===== config.mk =====
export PLATFORM = sky130hd
export DESIGN_NAME = ctlRegBank
export DESIGN_NICKNAME = d
export VERILOG_FILES = /design/src/rtl/ctlbank_pkg.sv /design/src/rtl/ctlBankCtrl.sv /design/src/rtl/ctlBankData.sv /design/src/rtl/ctlBankThresh.sv /design/src/rtl/ctlRegBank.sv
export SDC_FILE = /design/constraint.sdc
export NUM_CORES = 2
export LEC_CHECK = 0
export BUFFER_PORTS_ARGS = -buffer_cell sky130_fd_sc_hd__buf_2
export CELL_PAD_IN_SITES_DETAIL_PLACEMENT = 0
export CELL_PAD_IN_SITES_GLOBAL_PLACEMENT = 1
export CORE_UTILIZATION = 51
export DETAILED_ROUTE_END_ITERATION = 7
export HOLD_SLACK_MARGIN = 0.12
export PLACE_DENSITY_LB_ADDON = 0.15
export SYNTH_ARGS = -nofsm -noshare
export SYNTH_HDL_FRONTEND = slang
export SYNTH_HIERARCHICAL = 1
export SYNTH_SLANG_ARGS = --single-unit

===== constraint.sdc =====
create_clock -name clk -period 3.1 [get_ports clk]
set_input_delay 0.155 -clock clk [delete_from_list [all_inputs] [get_ports clk]]
set_output_delay 0.155 -clock clk [all_outputs]
set_load 0.02 [all_outputs]

===== src/rtl/ctlbank_pkg.sv =====
package ctlbank_pkg;
  localparam int CB_DATA_W = 64;
  localparam int CB_LANES  = CB_DATA_W / 8;
  localparam int CB_ADDR_W = 5;
  localparam int CB_NREGS  = 1 << CB_ADDR_W;

  typedef struct packed {
    logic                 wrEn;
    logic [CB_NREGS-1:0]  wrSel;
    logic [CB_LANES-1:0]  laneMask;
    logic                 rdEn;
    logic [CB_ADDR_W-1:0] rdIdx;
  } bankStrobes_t;
endpackage


===== src/rtl/ctlBankCtrl.sv =====
module ctlBankCtrl
  import ctlbank_pkg::*;
(
  input  logic                 selIn,
  input  logic                 writeIn,
  input  logic [CB_ADDR_W-1:0] addrIn,
  input  logic [CB_LANES-1:0]  byteEnIn,
  output bankStrobes_t         strobes
);
  logic doWrite;
  logic doRead;

  assign doWrite = selIn & writeIn;
  assign doRead  = selIn & ~writeIn;

  always_comb begin
    strobes          = '0;
    strobes.wrEn     = doWrite;
    strobes.rdEn     = doRead;
    strobes.rdIdx    = addrIn;
    strobes.laneMask = doWrite ? byteEnIn : '0;
    for (int r = 0; r < CB_NREGS; r++) begin
      strobes.wrSel[r] = doWrite && (addrIn == CB_ADDR_W'(r));
    end
  end
endmodule


===== src/rtl/ctlBankData.sv =====
module ctlBankData
  import ctlbank_pkg::*;
#(
  parameter int THRESH_IDX = 13,
  parameter int THRESH_LSB = 56,
  parameter int THRESH_W   = 6
) (
  input  logic                 clk,
  input  logic                 rst,
  input  bankStrobes_t         strobes,
  input  logic [CB_DATA_W-1:0] wrData,
  output logic [CB_DATA_W-1:0] rdData,
  output logic [THRESH_W-1:0]  threshVal
);
  logic [CB_DATA_W-1:0] regFile [CB_NREGS];

  for (genvar r = 0; r < CB_NREGS; r++) begin : g_reg
    for (genvar l = 0; l < CB_LANES; l++) begin : g_lane
      always_ff @(posedge clk) begin
        if (rst) begin
          regFile[r][8*l +: 8] <= '0;
        end else if (strobes.wrEn && strobes.wrSel[r] && strobes.laneMask[l]) begin
          regFile[r][8*l +: 8] <= wrData[8*l +: 8];
        end
      end
    end
  end

  always_comb begin
    rdData = '0;
    if (strobes.rdEn) rdData = regFile[strobes.rdIdx];
  end

  assign threshVal = regFile[THRESH_IDX][THRESH_LSB +: THRESH_W];
endmodule


===== src/rtl/ctlBankThresh.sv =====
module ctlBankThresh #(
  parameter int THRESH_W = 6,
  parameter int LEVEL_W  = 7
) (
  input  logic [THRESH_W-1:0] threshVal,
  input  logic [LEVEL_W-1:0]  level,
  input  logic                full,
  output logic                flag
);
  localparam int CMP_W = (LEVEL_W > THRESH_W) ? LEVEL_W : THRESH_W;

  logic [CMP_W-1:0] levelExt;
  logic [CMP_W-1:0] threshExt;

  assign levelExt  = CMP_W'(level);
  assign threshExt = CMP_W'(threshVal);
  assign flag      = full | (levelExt >= threshExt);
endmodule


===== src/rtl/ctlRegBank.sv =====
module ctlRegBank
  import ctlbank_pkg::*;
#(
  parameter int THRESH_IDX = 13,
  parameter int THRESH_LSB = 56,
  parameter int THRESH_W   = 6,
  parameter int LEVEL_W    = 7
) (
  input  logic                 clk,
  input  logic                 rst,
  input  logic                 cbSel,
  input  logic                 cbWrite,
  input  logic [CB_ADDR_W-1:0] cbAddr,
  input  logic [CB_LANES-1:0]  cbByteEn,
  input  logic [CB_DATA_W-1:0] cbWrData,
  output logic [CB_DATA_W-1:0] cbRdData,
  input  logic [LEVEL_W-1:0]   fifoLevel,
  input  logic                 fifoFull,
  output logic                 progFull
);
  bankStrobes_t        strobes;
  logic [THRESH_W-1:0] threshVal;

  ctlBankCtrl i_ctrl (
    .selIn    (cbSel),
    .writeIn  (cbWrite),
    .addrIn   (cbAddr),
    .byteEnIn (cbByteEn),
    .strobes  (strobes)
  );

  ctlBankData #(
    .THRESH_IDX (THRESH_IDX),
    .THRESH_LSB (THRESH_LSB),
    .THRESH_W   (THRESH_W)
  ) i_data (
    .clk       (clk),
    .rst       (rst),
    .strobes   (strobes),
    .wrData    (cbWrData),
    .rdData    (cbRdData),
    .threshVal (threshVal)
  );

  ctlBankThresh #(
    .THRESH_W (THRESH_W),
    .LEVEL_W  (LEVEL_W)
  ) i_thresh (
    .threshVal (threshVal),
    .level     (fifoLevel),
    .full      (fifoFull),
    .flag      (progFull)
  );
endmodule


==> flow_summary.json <==
{
  "post_drt_via_cell_ratio": 6.759,
  "detailroute.via_count": 60910,
  "grt_pass1_vias": 58870,
  "synthesis.area_per_instance_um2": 14.93,
  "postSynthCellCount": 6422,
  "hold_class": "input pin to register",
  "row_count": 158,
  "drcViolationCount": 0,
  "syn_area_um2": 95880,
  "finish.net_count": 6437,
  "slew_violations": 0,
  "timing.slew.headroom_pct": 37.53,
  "ys_top_cells_by_area": "sky130_fd_sc_hd__edfxtp_1 (64%), sky130_fd_sc_hd__and3_1 (13%), sky130_fd_sc_hd__mux4_2 (12%), sky130_fd_sc_hd__clkbuf_1 (3.2%), sky130_fd_sc_hd__a21o_1 (2.2%)",
  "yosys.area_share.adder_pct": 0.07830,
  "path_buf_inv": 1,
  "flip_flop_count_of_the_largest_register_after_layout": 2048,
  "total_of_endpoints_with_negative_setup_slack_in_the_final_report": 0,
  "max-clock-path-buffers": 3,
  "critPathArrivalTime_ns": 2.92,
  "cts_root_buffer": "sky130_fd_sc_hd__clkbuf_16",
  "synth_cell_types": 54,
  "async_flop_share_pct": 0,
  "max_cap_violations": 0,
  "unrepaired_setup_endpoints_after_global_routing": "false",
  "synth_compound_gate_area_share_pct": 4.327,
  "peak_supply_drop_mv": 0.6147,
  "synth_mux_area_share_pct": 12.86,
  "path_max_fanout": 2,
  "setup.worst_path.end_class": "primary output",
  "drt_wl_total_um": 317900,
  "final_period_minus_worst_setup_slack_ns": 3.074,
  "grt-ovfl-total": 0,
  "run_status": "completed",
  "worstPathCellList": "mux4_2 > a22oi_1 > a21oi_1 > a21o_1 > buf_2",
  "timing.critical_path.max_delay_family": "compound AO/OA/AOI/OAI gates",
  "met2_wirelength_um": 150900,
  "grt_first_pass_wirelength_um": 447400,
  "area_delta_synth_final_pct": 12.89,
  "total_leakage_power_nw": 45.39,
  "routed_wire_length_per_instance_um": 35.28,
  "antenna_left": 0,
  "largest_register": "i_data/regFile",
  "hold_path_startpoint": "cbByteEn[1]",
  "cp_slowest_stage_delay_ns": 0.47,
  "setup.worst_path.start_class": "register",
  "postSynthNetCount": 6517,
  "grt_start_max_net_pins": 193,
  "tns_ns": 0,
  "crit_path_top_delay_cell": "sky130_fd_sc_hd__mux4_2",
  "dr.pass1.iters": 5,
  "synth_sequential_area_ratio_pct": 64.14,
  "top_layer": "met5",
  "cts_buffers": 213,
  "globalRouteTotalUtil_pct": 33.07,
  "cts.repair_timing.setup_buffer_count": 0,
  "final_critical_path_setup_slack_ns": 0.02574,
  "die-area_um2": 189700,
  "clock-sinks": 2048,
  "criticalPathCategory": "register to primary output",
  "met3RoutedLength_um": 29590,
  "core_area_um2": 186000,
  "clk_pin_slew_ns": 0.06,
  "ys_warn_count": 6,
  "synth_top_family_by_area": "simple AND/OR/NAND/NOR gates",
  "fraction_of_final_layout_cells_with_drive_strength_greater_than_1_pct": 23.13,
  "initialDrtViolationCount": 8593,
  "required_ns": 2.94,
  "buffer_ports.inserted": 153,
  "place_hpwl_um": 206700,
  "grt_antenna_before_repair": 27,
  "yosys.area_share.simple_pct": 14.58,
  "achievable-frequency_mhz": 325.3,
  "hold_violations": 0,
  "synthDominantAreaCellType": "sky130_fd_sc_hd__edfxtp_1",
  "min_path_cells": 4,
  "wl_met1_um": 123100,
  "synth_xor_xnor_area_share_pct": 0,
  "synth_enable_flop_cells": 2048,
  "dp_worst_setup_slack_ns": -0.5151,
  "postSynthRegisterBits": 2048,
  "htreeDepth": 4,
  "die_height_um": 435.6,
  "max_slew.worst_pin.slew_ns": 0.9371,
  "synthDominantCellAreaShare_pct": 64.14,
  "globalplace.congestion": 0.8938,
  "largestRegisters": "i_data/regFile: 2048 flops",
  "io_pins": 154,
  "timing.final.crit_share_pct": 99.17,
  "die_width_um": 435.6,
  "clock_tree_from_tritoncts": "yes",
  "power_per_cell_area_nw_per_um2": 579.3,
  "effective_utilization_at_floorplan_pct": 51.54,
  "worst_hold_path.endpoint": "i_data/regFile[0][9]",
  "synth_ff_type": "sky130_fd_sc_hd__edfxtp_1"
}
[metal layers]
layer / vias to the layer above / GRT usage [%]
met1: 31750 / 45.20
met4: 2 / 14.13
li1: 25200 / -
met2: 3398 / 52.43
met5: - / 0
met3: 559 / 5.773
[tightest hold or removal path: stages]
cell,delay [ns]
sky130_fd_sc_hd__buf_2,0.13
sky130_fd_sc_hd__and3_1,0.22
sky130_fd_sc_hd__nor2b_4,0.21
sky130_fd_sc_hd__and3_1,0.20
[cells by family (layout without fill, tap and decap cells)]
group           after synthesis  after routing
fa+ha+maj                     6              6
compound gates              563            563
flops                      2048           2048
buf+inv                     947           1044
mux                         601            601
other cells                   0             13
simple gates               2257           2257
[through the flow]
| stage | cells | hold slack, ns | util (%) | power, W | instance area (µm²) |
|---|---|---|---|---|---|
| 3_5_place_dp | 8544 | 0.6940 | 54.10 | 0.03783 | 100600 |
| 5_1_grt | 9001 | 0.1944 | 58.17 | 0.06414 | 108200 |
| 3_3_place_gp | 8544 | 0.6922 | 54.09 | 0.03775 | 100600 |
| 6_report | 9012 | 0.2129 | 58.18 | 0.06270 | 108200 |
| 4_1_cts | 9000 | 0.1602 | 58.15 | 0.06285 | 108200 |
| 2_1_floorplan | 6422 | 0.3779 | - | 0.03550 | 95880 |
[cells in the final DEF (no fill, tap or decap), types with 6 or more instances in the layout]
master                          instances
sky130_fd_sc_hd__a211oi_1              18
sky130_fd_sc_hd__a21o_1               278
sky130_fd_sc_hd__a21oi_1               29
sky130_fd_sc_hd__a221o_1               10
sky130_fd_sc_hd__a221oi_1               8
sky130_fd_sc_hd__a22o_1                10
sky130_fd_sc_hd__a22oi_1               73
sky130_fd_sc_hd__and2_2                 8
sky130_fd_sc_hd__and2_4                26
sky130_fd_sc_hd__and3_1              2058
sky130_fd_sc_hd__buf_12                96
sky130_fd_sc_hd__buf_2                146
sky130_fd_sc_hd__buf_4                334
sky130_fd_sc_hd__bufinv_16             17
sky130_fd_sc_hd__clkbuf_1              55
sky130_fd_sc_hd__clkbuf_16            220
sky130_fd_sc_hd__clkinv_1              43
sky130_fd_sc_hd__clkinv_2              41
sky130_fd_sc_hd__clkinvlp_4             6
sky130_fd_sc_hd__diode_2               13
sky130_fd_sc_hd__dlygate4sd3_1         65
sky130_fd_sc_hd__edfxtp_1            2048
sky130_fd_sc_hd__ha_1                   6
sky130_fd_sc_hd__inv_1                  6
sky130_fd_sc_hd__mux2_2                45
sky130_fd_sc_hd__mux2i_1               55
sky130_fd_sc_hd__mux4_2               500
sky130_fd_sc_hd__nand2_1               30
sky130_fd_sc_hd__nand2b_1               6
sky130_fd_sc_hd__nor2_1                40
sky130_fd_sc_hd__nor2b_1                8
sky130_fd_sc_hd__nor2b_4               14
sky130_fd_sc_hd__nor3_1                13
sky130_fd_sc_hd__nor4_1                 9
sky130_fd_sc_hd__o21ai_0               12
sky130_fd_sc_hd__o221ai_1              30
sky130_fd_sc_hd__o22a_1                12
sky130_fd_sc_hd__o22ai_1               52
sky130_fd_sc_hd__o31ai_1                6
[worst max path at each step]
stage,start,endpoint,cells past startpoint
floorplan,cbAddr[0],cbRdData[2],9
global placement,cbAddr[2],cbRdData[47],6
detailed placement,cbAddr[0],cbRdData[28],9
CTS,i_data/regFile[23][20],cbRdData[20],6
global route,i_data/regFile[31][39],cbRdData[39],6
finish,i_data/regFile[24][55],cbRdData[55],5
[area by class of cell]
class | count | area [µm²]
antenna | 13 | 32.53
clock buffer | 275 | 5712
clock inverter | 117 | 1047
fill | 14100 | 77790
inverter | 7 | 26.28
multi-input combinational | 3427 | 30940
sequential | 2048 | 61500
tap | 2480 | 3103
timing repair buffer | 645 | 5871
[cells in the mapped netlist (3+ instances only)]
cell type                   number
sky130_fd_sc_hd__mux2_2         45
sky130_fd_sc_hd__buf_2          62
sky130_fd_sc_hd__nand4b_1        3
sky130_fd_sc_hd__mux2i_1        56
sky130_fd_sc_hd__o21ai_0        13
sky130_fd_sc_hd__nand4bb_1       4
sky130_fd_sc_hd__a221o_1        10
sky130_fd_sc_hd__nand3_1         5
sky130_fd_sc_hd__a21oi_1        31
sky130_fd_sc_hd__inv_1           6
sky130_fd_sc_hd__o221ai_1       30
sky130_fd_sc_hd__nor2_1         44
sky130_fd_sc_hd__nor4b_1         3
sky130_fd_sc_hd__buf_6           8
sky130_fd_sc_hd__and3_1       2058
sky130_fd_sc_hd__nor3_1         14
sky130_fd_sc_hd__buf_4          42
sky130_fd_sc_hd__a211oi_1       21
sky130_fd_sc_hd__nor2b_1        22
sky130_fd_sc_hd__o22ai_1        58
sky130_fd_sc_hd__mux4_2        500
sky130_fd_sc_hd__o22a_1         12
sky130_fd_sc_hd__a221oi_1       13
sky130_fd_sc_hd__nand2b_1        8
sky130_fd_sc_hd__edfxtp_1     2048
sky130_fd_sc_hd__o31ai_1         6
sky130_fd_sc_hd__nor4_1          9
sky130_fd_sc_hd__clkbuf_1      811
sky130_fd_sc_hd__a21o_1        278
sky130_fd_sc_hd__a22o_1         10
sky130_fd_sc_hd__and2_1         20
sky130_fd_sc_hd__nand2_1        33
sky130_fd_sc_hd__buf_1          17
sky130_fd_sc_hd__and2_0         16
sky130_fd_sc_hd__a22oi_1        75
sky130_fd_sc_hd__ha_1            6
[what timing repair did]
action	4_1_cts	5_1_grt
hold buffers	65	0
endpoints found under the setup margin	14	8
hold endpoints to repair	2158	0
gates resized for setup	25	8
pin swaps	2	0
[where the power goes]
part	leakage (nW)	switching [W]	internal [W]
combinational	22.7	0.00337	0.00190
sequential	19.4	0.000401	0.0318
clock	3.30	0.0109	0.0143
total	45.4	0.0147	0.0480
No activity file was read; power rests on OpenSTA's default activity.
